--- src/rtl/phy_ctl_target.sv ---
module phy_ctl_target #(
  parameter int DW    = 16,
  parameter int NREGS = 8,
  parameter int DLY_W = 8
) (
  input  logic             clk,
  input  logic             rst_n,
  input  logic [DLY_W-1:0] ack_delay,
  input  logic [DW-1:0]    din,
  input  logic             cap_addr,
  input  logic             cap_data,
  input  logic             rd,
  input  logic             wr,
  output logic             ack,
  output logic [DW-1:0]    dout
);
  localparam int AW = (NREGS > 1) ? $clog2(NREGS) : 1;
  localparam logic [DW-1:0] LIMIT = DW'(NREGS);

  typedef enum logic [1:0] {ST_IDLE, ST_WAIT, ST_ACK} st_t;

  st_t              state;
  logic [3:0]       stb, stb_q, held;
  logic [DLY_W-1:0] cnt, dly_eff;
  logic [DW-1:0]    cur_addr, hold_q, rd_val;
  logic [DW-1:0]    regs [NREGS];
  logic             start, keep, in_range;
  logic [AW-1:0]    idx;

  assign stb      = {wr, rd, cap_data, cap_addr};
  assign start    = (state == ST_IDLE) && $onehot(stb) && ((stb & ~stb_q) == stb);
  assign keep     = (stb == held);
  assign dly_eff  = (ack_delay == '0) ? DLY_W'(1) : ack_delay;
  assign in_range = cur_addr < LIMIT;
  assign idx      = cur_addr[AW-1:0];
  assign rd_val   = in_range ? regs[idx] : '0;

  always_ff @(posedge clk) begin
    if (!rst_n) begin
      state    <= ST_IDLE;
      stb_q    <= '0;
      held     <= '0;
      cnt      <= '0;
      ack      <= 1'b0;
      cur_addr <= '0;
      hold_q   <= '0;
      dout     <= '0;
    end else begin
      stb_q <= stb;
      unique case (state)
        ST_IDLE: if (start) begin
          held <= stb;
          if (cap_addr) cur_addr <= din;
          if (cap_data) hold_q   <= din;
          if (rd)       dout     <= rd_val;
          if (dly_eff == DLY_W'(1)) begin
            ack   <= 1'b1;
            state <= ST_ACK;
          end else begin
            cnt   <= dly_eff - DLY_W'(1);
            state <= ST_WAIT;
          end
        end
        ST_WAIT: if (!keep) begin
          state <= ST_IDLE;
        end else if (cnt == DLY_W'(1)) begin
          ack   <= 1'b1;
          state <= ST_ACK;
        end else begin
          cnt <= cnt - DLY_W'(1);
        end
        ST_ACK: if (!keep) begin
          ack   <= 1'b0;
          state <= ST_IDLE;
        end
        default: state <= ST_IDLE;
      endcase
    end
  end

  always_ff @(posedge clk) begin
    if (!rst_n) begin
      for (int i = 0; i < NREGS; i++) regs[i] <= '0;
    end else if (start && wr && in_range) begin
      regs[idx] <= hold_q;
    end
  end
endmodule

--- config.mk ---
export PLATFORM = sky130hd
export DESIGN_NAME = phy_ctl_target
export DESIGN_NICKNAME = d
export VERILOG_FILES = /design/src/rtl/phy_ctl_target.sv
export SDC_FILE = /design/constraint.sdc
export NUM_CORES = 1
export LEC_CHECK = 0
export BUFFER_PORTS_ARGS = -buffer_cell sky130_fd_sc_hd__buf_4
export CAP_MARGIN = 20
export CORE_MARGIN = 2
export CORE_UTILIZATION = 36
export CTS_CLUSTER_DIAMETER = 150
export CTS_CLUSTER_SIZE = 40
export DETAILED_ROUTE_END_ITERATION = 8
export PLACE_DENSITY = 0.56
export SLEW_MARGIN = 20
export SYNTH_ARGS = -nofsm -noshare
export SYNTH_HDL_FRONTEND = slang
export SYNTH_SLANG_ARGS = --single-unit
export TNS_END_PERCENT = 10
--- constraint.sdc ---
create_clock -name clk -period 5.77 [get_ports clk]
set_input_delay 1.4425 -clock clk [delete_from_list [all_inputs] [get_ports clk]]
set_output_delay 1.4425 -clock clk [all_outputs]
set_load 0.005 [all_outputs]
==> impl_metrics.toml, run 1 <==
[clock_network]
htreeDepth = 4
cts_buffers = 17
clock_latency_ps = 430
clock_tree.buffer_depth = 2
cts_resized = 0
clkTransAtPathRegs_ps = 70
cts_setup_buffers = 0
cts_tree = "done"
cts_root_buf = "clkbuf_16"
hold_buffers = 0
cts_sinks = 198

[run]
maxCapViolations = 0

[power]
leakage_uw = 0.00342
power_density_nw_per_um2 = 308
peakVddDrop_uv = 187
power_uw = 3100

[sta]
finalHoldViolCount = 0
max-slew-margin-rel_pct = 38.9
holdWs_ps = 478
fin_crit_sh_pct = 79.0
period_minus_slack_ps = 4560
setup_viol = 0
setup-tns-final_ps = 0
finalClockSkew_ps = 12.5
rsz0062_at_grt = "no"
worstMarginPinSlew_ps = 917
clock.fmax_mhz = 219
setup_slack_ps = 1210
drv_slew = 0

[final_layout]
layout_common_cells = "183 x nor2_1, 128 x edfxtp_1, 68 x dfxtp_1, 68 x buf_4, 48 x mux2i_1"
drive_above_1_share_pct = 23.0
area_delta_synth_final_pct = 14.8
final_common_cell = "nor2_1"
layout.cells.non_filler = 1088
antenna_cells = 0
nets = 788

[worst_setup_path]
start_kind = "input port"
worstPathRequired_ps = 5900
crit_arrival_ps = 4690
critical_path_class = "input port to flip-flop"
crit_fanout = 10
endpoint_kind = "flip-flop"

[status]
outcome = "complete, no violations"

[routing]
routed_wl_mm = 20.4
num_vias = 5639
drt_iter0_markers = 505
avgRoutedWirePerCell_um = 18.8
drc_errors = 0
drtAntennaViolNets = 0
vias_per_cell = 5.18
first_pass_iters = 5

[synth]
yosysSeqAreaShare_pct = 59.7
ys_async_sr_fraction_pct = 0
synthesis.area_um2 = 8780
synth_seq_cells = 198
synth-main-ff-cell = "edfxtp_1"
synth.avg_cell_area_um2 = 12.4
synth_edf_count = 128
syn_nets = 745
syn-instance-count = 708
yosysWarnings = 0
synth_cell_types = 58

[grt]
antenna_found_initial = 0
met1_usage_pct = 22.9
grt_max_degree = 45
met2_usage_pct = 26.7
grt_use_total_pct = 16.5
grt_use_met3_pct = 2.91
busiest_layer = "met2"
grt_pass1_vias = 5687
grt-ovfl-total = 0
grt_pass1_wl_mm = 32.4

[floorplanning]
coreArea_um2 = 24100
die_w_um = 160
start_util_pct = 36.4
rows = 57
dieArea_um2 = 25600
die_h_um = 160
ios = 47

[placed_design]
numPortBuffers = 46
place_inst = 1056
gp_congestion = 0.857
dp_hpwl_mm = 14.1
place_ws_ps = 749

[worst_hold_path]
min_path_type = "flip-flop to flip-flop"
-- synthesized netlist by cell type, types with 3 or more instances --
| library cell | n | share of area (%) |
|---|---|---|
| xor2_1 | 5 | 0.50 |
| nor2_1 | 183 | 7.8 |
| mux2i_1 | 48 | 5.5 |
| nand3b_1 | 4 | 0.34 |
| nand2b_1 | 8 | 0.57 |
| nor3_1 | 9 | 0.51 |
| and2_1 | 3 | 0.21 |
| a31oi_1 | 3 | 0.21 |
| clkbuf_1 | 30 | 1.3 |
| nand2_1 | 43 | 1.8 |
| o32ai_1 | 3 | 0.30 |
| mux4_2 | 32 | 8.2 |
| buf_2 | 8 | 0.46 |
| nor2_2 | 11 | 0.78 |
| or3_1 | 3 | 0.21 |
| ha_1 | 6 | 0.86 |
| nor4_4 | 3 | 0.73 |
| dfxtp_1 | 70 | 16 |
| a21oi_1 | 17 | 0.97 |
| o21ai_0 | 10 | 0.57 |
| buf_4 | 3 | 0.26 |
| edfxtp_1 | 128 | 44 |
| a2bb2oi_1 | 6 | 0.60 |
| inv_1 | 12 | 0.51 |
| nand3_1 | 9 | 0.51 |
| a2bb2oi_2 | 10 | 1.7 |
| a211oi_2 | 3 | 0.43 |
-- critical path: stages --
cell and delay (ps):
buf_4 100, inv_1 80, fa_1 550, inv_1 40, ha_1 180, ha_1 280, a211oi_2 230, nand2_2 190
nor4_4 490, nand3_1 480, o21ai_1 340, buf_4 250
-- sequential cells by signal, summed over array words and instances, names as in the netlist, named ones only --
register / cells
ack: 1
cnt: 8
cur_addr: 16
dout: 16
held: 4
hold_q: 16
regs: 128
state: 2
stb_q: 4
-- cells by family (layout without fill, tap and decap cells) --
logic type      Yosys count  count (layout)  synth area share [%]
simple gates            293             293                  15.5
xor+xnor                  7               7                 0.698
flops                   198             198                  59.7
fa+ha+maj                 7               7                  1.08
compound gates           65              65                  6.10
buf+inv                  57             113                  3.06
mux                      81              81                  13.8
-- path summary, 6_finish.rpt --
| check | slack (ps) | from | to | cells after the start |
|---|---|---|---|---|
| hold reg to reg | 480 | held[2]$_SDFFE_PN0P_ | held[2]$_SDFFE_PN0P_ | 2 |
| setup reg to reg | 3090 | stb_q[1]$_SDFF_PN0_ | regs[7][5]$_SDFFCE_PN0P_ | 6 |
| hold / removal | 480 | held[2]$_SDFFE_PN0P_ | held[2]$_SDFFE_PN0P_ | 2 |
| setup / recovery | 1210 | cap_addr | regs[7][5]$_SDFFCE_PN0P_ | 12 |
-- metal layers --
layer  wire length, µm  share of wire (%)  vias up
met5                 0                  0        -
met3              1140                5.6       15
met1              9460                 46     2814
met4               212                1.0        0
met2              9620                 47      176
li1                  -                  -     2634
-- power breakdown --
| part | switching (µW) | internal (µW) | total (µW) |
|---|---|---|---|
| sequential | 37.2 | 1560 | 1600 |
| clock | 536 | 662 | 1200 |
| combinational | 175 | 135 | 310 |
| total | 749 | 2350 | 3100 |
-- metrics by stage --
step / area, µm² / utilization [%]
after global routing: 10100 / 41.8
after global placement: 9490 / 39.4
after floorplan: 8780 / -
after detailed placement: 9490 / 39.4
after CTS: 10100 / 41.8
final: 10100 / 41.8
-- final cells by class --
class	instances	area (µm²)
Clock buffer	19	464
Sequential cell	198	5250
Clock inverter	13	130
Fill cell	2314	14000
Tap cell	324	405
Timing Repair Buffer	68	510
Multi-Input combinational cell	453	3270
Inverter	13	48.8
No activity file was read; power rests on OpenSTA's default activity.
==> run 2: changes to the inputs <==
==> constraint.sdc (replaced) <==
create_clock -name clk -period 4.3 [get_ports clk]
set_input_delay 1.075 -clock clk [delete_from_list [all_inputs] [get_ports clk]]
set_output_delay 1.075 -clock clk [all_outputs]
set_load 0.005 [all_outputs]
==> run 2 against run 1 <==
Net effect:
- first-iteration DRC count fell by 14%
- register-to-register slack got worse by 1400 ps
- cell area rose by 0.89%
- clock power rose by 33%
- die area did not move
- cell count rose by 0.55%
- core utilization rose by 0.37 points
==> impl_metrics.toml, run 2 (synthesis gave the netlist of run 1 again) <==
[power]
leakage_uw = 0.00343
peakVddDrop_uv = 285
power_uw = 4160
power_density_nw_per_um2 = 409

[worst_hold_path]
hold_end = "cnt[5]$_SDFFE_PN0P_"
min_path_type = "flip-flop to flip-flop"
min-delay-start = "cnt[5]$_SDFFE_PN0P_"
holdPathStages = 2

[floorplanning]
start_util_pct = 36.4
ios = 47
coreArea_um2 = 24100
die_w_um = 160
die_h_um = 160
dieArea_um2 = 25600
rows = 57

[grt]
grt-ovfl-total = 0
grt_pass1_vias = 5681
grt_pass1_wl_mm = 32.2
grt_use_total_pct = 16.3
grt_max_degree = 55
antenna_found_initial = 1

[clock_network]
cts_root_buf = "clkbuf_16"
cts_sinks = 198
clock_latency_ps = 440
cts_tree = "done"
cts_resized = 0
clock_tree.buffer_depth = 2
clkTransAtPathRegs_ps = 70
hold_buffers = 0
cts_buffers = 17
htreeDepth = 4
cts_setup_buffers = 0

[sta]
finalClockSkew_ps = 8.67
fin_crit_sh_pct = 86.3
rsz0062_at_grt = "no"
holdWs_ps = 465
setup_slack_ps = 589
max-slew-margin-rel_pct = 34.0
drv_slew = 0
period_minus_slack_ps = 3710
worstMarginPinSlew_ps = 991
setup_viol = 0
finalHoldViolCount = 0
clock.fmax_mhz = 269

[final_layout]
layout.cells.non_filler = 1094
layout_common_cells = "183 x nor2_1, 128 x edfxtp_1, 70 x buf_4, 68 x dfxtp_1, 48 x mux2i_1"
antenna_cells = 0
top_register = "regs"
largest_reg_flops = 128
nets = 794
final_common_cell = "nor2_1"
drive_above_1_share_pct = 23.4
area_delta_synth_final_pct = 15.9

[routing]
drc_errors = 0
first_pass_iters = 5
avgRoutedWirePerCell_um = 18.4
drt_iter0_markers = 433
drtAntennaViolNets = 0
vias_per_cell = 5.17
routed_wl_mm = 20.1
num_vias = 5651

[worst_setup_path]
endpoint_kind = "flip-flop"
critical_path_class = "input port to flip-flop"
ff2ff_setup_slack_ps = 1700
crit_fanout = 16
r2r_end = "regs[2][2]$_SDFFCE_PN0P_"
worstPathRequired_ps = 4440
worstReg2RegStart = "cur_addr[12]$_SDFFE_PN0P_"
reg2regPathDepth = 6
crit_arrival_ps = 3850
start_kind = "input port"

[placed_design]
dp_hpwl_mm = 14.3
numPortBuffers = 46
place_ws_ps = 143
gp_congestion = 0.851
place_inst = 1062

[run]
maxCapViolations = 0

[status]
outcome = "complete, no violations"
==> run 2: cell types whose count changed in the layout (fill, tap and decap cells not counted), moves of 2 or more <==
cell and change:
buf_12 +4, clkinv_2 -3, clkinvlp_4 +3, inv_4 -3, buf_4 +2
==> run 2: critical path, cell delays in order <==
cell and delay (ps):
buf_4 100, inv_1 80, fa_1 540, inv_1 40
ha_1 170, ha_1 280, a211oi_2 190, nand2_2 100
nor4_4 500, nand3b_1 260, o21ai_1 290, buf_12 210
==> run 2: metrics by stage <==
stage,utilization [%],area (µm²),TNS (ps)
final,42.2,10200,0
after detailed placement,39.7,9580,0
after floorplan,-,8780,-41500
after CTS,42.2,10200,0
after global routing,42.2,10200,0
after global placement,39.7,9580,0
==> run 2: routing by layer <==
layer  wire, µm  track usage [%]  vias up
met5         13                0        -
met4        400             5.32        2
met3       1210             4.10       33
met2       9360             25.6      196
met1       9100             22.3     2778
li1           -                -     2642
==> run 2: power breakdown <==
group | switching [µW] | internal, µW
Combinational | 231 | 189
Sequential | 55.1 | 2090
Clock | 718 | 880
==> run 2: how the worst max path moves through the flow <==
| stage | from | cells past startpoint | end | slack [ps] |
|---|---|---|---|---|
| 4_1_cts | cap_addr | 12 | regs[2][2]$_SDFFCE_PN0P_ | 610 |
| 3_3_place_gp | cap_addr | 12 | regs[3][14]$_SDFFCE_PN0P_ | 230 |
| 6_report | cap_addr | 12 | regs[2][2]$_SDFFCE_PN0P_ | 590 |
| 5_1_grt | cap_addr | 12 | regs[2][11]$_SDFFCE_PN0P_ | 420 |
| 2_1_floorplan | cap_addr | 10 | regs[1][0]$_SDFFCE_PN0P_ | -340 |
| 3_5_place_dp | cap_addr | 12 | regs[2][3]$_SDFFCE_PN0P_ | 140 |
==> run 2: cell type report <==
cell class	instances	area, µm²
clock inverters	13	146
well taps	324	405
clock buffers	19	443
fillers	2304	13900
inverters	13	48.8
multi-input cells	453	3270
flip-flops and latches	198	5250
repair buffers	74	606
==> run 3: changes to the inputs <==
--- a/config.mk
+++ b/config.mk
@@ -8,11 +8,11 @@
 export BUFFER_PORTS_ARGS = -buffer_cell sky130_fd_sc_hd__buf_4
 export CAP_MARGIN = 20
 export CORE_MARGIN = 2
-export CORE_UTILIZATION = 36
+export CORE_UTILIZATION = 40
 export CTS_CLUSTER_DIAMETER = 150
 export CTS_CLUSTER_SIZE = 40
 export DETAILED_ROUTE_END_ITERATION = 8
-export PLACE_DENSITY = 0.56
+export PLACE_DENSITY = 0.6
 export SLEW_MARGIN = 20
 export SYNTH_ARGS = -nofsm -noshare
 export SYNTH_HDL_FRONTEND = slang
==> run 3 against run 2 <==
Net effect:
- clock skew increased by 4.2 ps
- first-iteration DRC count increased by 13%
- setup slack got worse by 40 ps
- register-to-register slack improved by 180 ps
- cell area decreased by 0.54%
- non-clock buffer count increased by 1
- combinational power about the same
- sequential cell count unchanged
- power decreased by 0.67%
- sequential power about the same
- via count about the same
- clock-buffer cell count increased by 1
==> impl_metrics.toml, run 3 (synthesis gave the netlist of run 1 again) <==
[sta]
worstMarginPinSlew_ps = 922
period_minus_slack_ps = 3750
drv_slew = 0
fin_crit_sh_pct = 87.2
max-slew-margin-rel_pct = 38.6
setup_slack_ps = 550
finalClockSkew_ps = 12.9
rsz0062_at_grt = "no"
finalHoldViolCount = 0
setup_viol = 0
clock.fmax_mhz = 267

[routing]
first_pass_iters = 5
drtAntennaViolNets = 0
drc_errors = 0
routed_wl_mm = 20.2
vias_per_cell = 5.38
num_vias = 5652
drt_iter0_markers = 488
avgRoutedWirePerCell_um = 19.2

[run]
maxCapViolations = 0

[floorplanning]
dieArea_um2 = 23100
die_h_um = 152
start_util_pct = 40.5
coreArea_um2 = 21700
ios = 47
rows = 54
die_w_um = 152

[power]
leakage_uw = 0.00345
power_density_nw_per_um2 = 409
power_uw = 4140
peakVddDrop_uv = 308

[clock_network]
clock_latency_ps = 440
cts_setup_buffers = 0
cts_root_buf = "clkbuf_16"
hold_buffers = 0
cts_sinks = 198
cts_tree = "done"
clkTransAtPathRegs_ps = 70
htreeDepth = 4
clock_tree.buffer_depth = 2
cts_resized = 0
cts_buffers = 17

[final_layout]
drive_above_1_share_pct = 23.5
layout_common_cells = "183 x nor2_1, 128 x edfxtp_1, 71 x buf_4, 68 x dfxtp_1, 48 x mux2i_1"
fillers = 1929
final_common_cell = "nor2_1"
antenna_cells = 0
final-seq-area_um2 = 5250
nets = 795
largest_reg_flops = 128
top_register = "regs"
multi_input_comb_area_um2 = 3270
area_delta_synth_final_pct = 15.2

[worst_setup_path]
ff2ff_setup_slack_ps = 1880
reg2regPathDepth = 6
crit_fanout = 15
r2r_end = "regs[2][6]$_SDFFCE_PN0P_"
worstPathRequired_ps = 4440
critical_path_class = "input port to flip-flop"
worstReg2RegStart = "cur_addr[12]$_SDFFE_PN0P_"
endpoint_kind = "flip-flop"
start_kind = "input port"
crit_arrival_ps = 3890

[grt]
grt_use_total_pct = 18.0
grt_pass1_wl_mm = 32.3
grt-ovfl-total = 0
grt_pass1_vias = 5695
antenna_found_initial = 0
grt_max_degree = 33

[worst_hold_path]
hold_end = "held[2]$_SDFFE_PN0P_"
holdPathStages = 2
min_path_type = "flip-flop to flip-flop"
min-delay-start = "held[2]$_SDFFE_PN0P_"

[placed_design]
numPortBuffers = 46
place_ws_ps = 132
gp_congestion = 0.846
dp_hpwl_mm = 14.0

[status]
outcome = "complete, no violations"
## run 3: cell types whose count changed in the layout (fill, tap and decap cells not counted)
cell        before  now
buf_4           70   71
clkbuf_16       17   18
clkinv_2         0    2
inv_4            0    1
bufinv_16        2    1
clkinvlp_2       1    0
clkinvlp_4       3    0
clkinv_4         2    3
## run 3: worst max-delay path: stages
cell and delay, ps:
buf_4 100, inv_1 80, fa_1 550, inv_1 40
ha_1 170, ha_1 280, a211oi_2 200, nand2_2 170
nor4_4 490, nand3b_1 220, o21ai_1 300, buf_12 210
## run 3: final cells by class
type | instances | share of cell area [%]
flip-flops and latches | 198 | 51.9
clock inverters | 12 | 1.13
repair buffers | 75 | 6.06
inverters | 13 | 0.482
clock buffers | 20 | 4.63
well taps | 280 | 3.46
multi-input cells | 453 | 32.4
## run 3: metal layers
metal	vias to the layer above	wire, µm	GRT usage (%)
li1	2642	-	-
met1	2815	9000	24.6
met2	175	9900	29.6
met3	20	1050	3.56
met4	0	245	4.90
met5	-	0	0
## run 3: worst max-delay path by stage
| stage | from | endpoint | slack, ps | cells past startpoint |
|---|---|---|---|---|
| 2_1_floorplan | cap_addr | regs[1][0]$_SDFFCE_PN0P_ | -340 | 10 |
| 3_3_place_gp | cap_addr | regs[2][4]$_SDFFCE_PN0P_ | 180 | 12 |
| 3_5_place_dp | cap_addr | regs[2][4]$_SDFFCE_PN0P_ | 130 | 12 |
| 4_1_cts | cap_addr | regs[2][10]$_SDFFCE_PN0P_ | 580 | 12 |
| 5_1_grt | cap_addr | regs[0][15]$_SDFFCE_PN0P_ | 360 | 12 |
| 6_report | cap_addr | regs[2][6]$_SDFFCE_PN0P_ | 550 | 12 |
## run 3: through the flow
step	hold slack (ps)	TNS, ps	utilization [%]	std cells	instance area, µm²
2_1_floorplan	435	-41500	-	708	8780
3_3_place_gp	456	0	44.0	1019	9530
3_5_place_dp	462	0	44.0	1019	9530
4_1_cts	474	0	46.6	1051	10100
5_1_grt	504	0	46.6	1051	10100
6_report	469	0	46.6	1051	10100
## run 3: power by group
| group | internal (µW) | switching, µW |
|---|---|---|
| registers | 2090 | 56.5 |
| logic | 189 | 230 |
| clock network | 858 | 713 |
| total | 3140 | 999 |
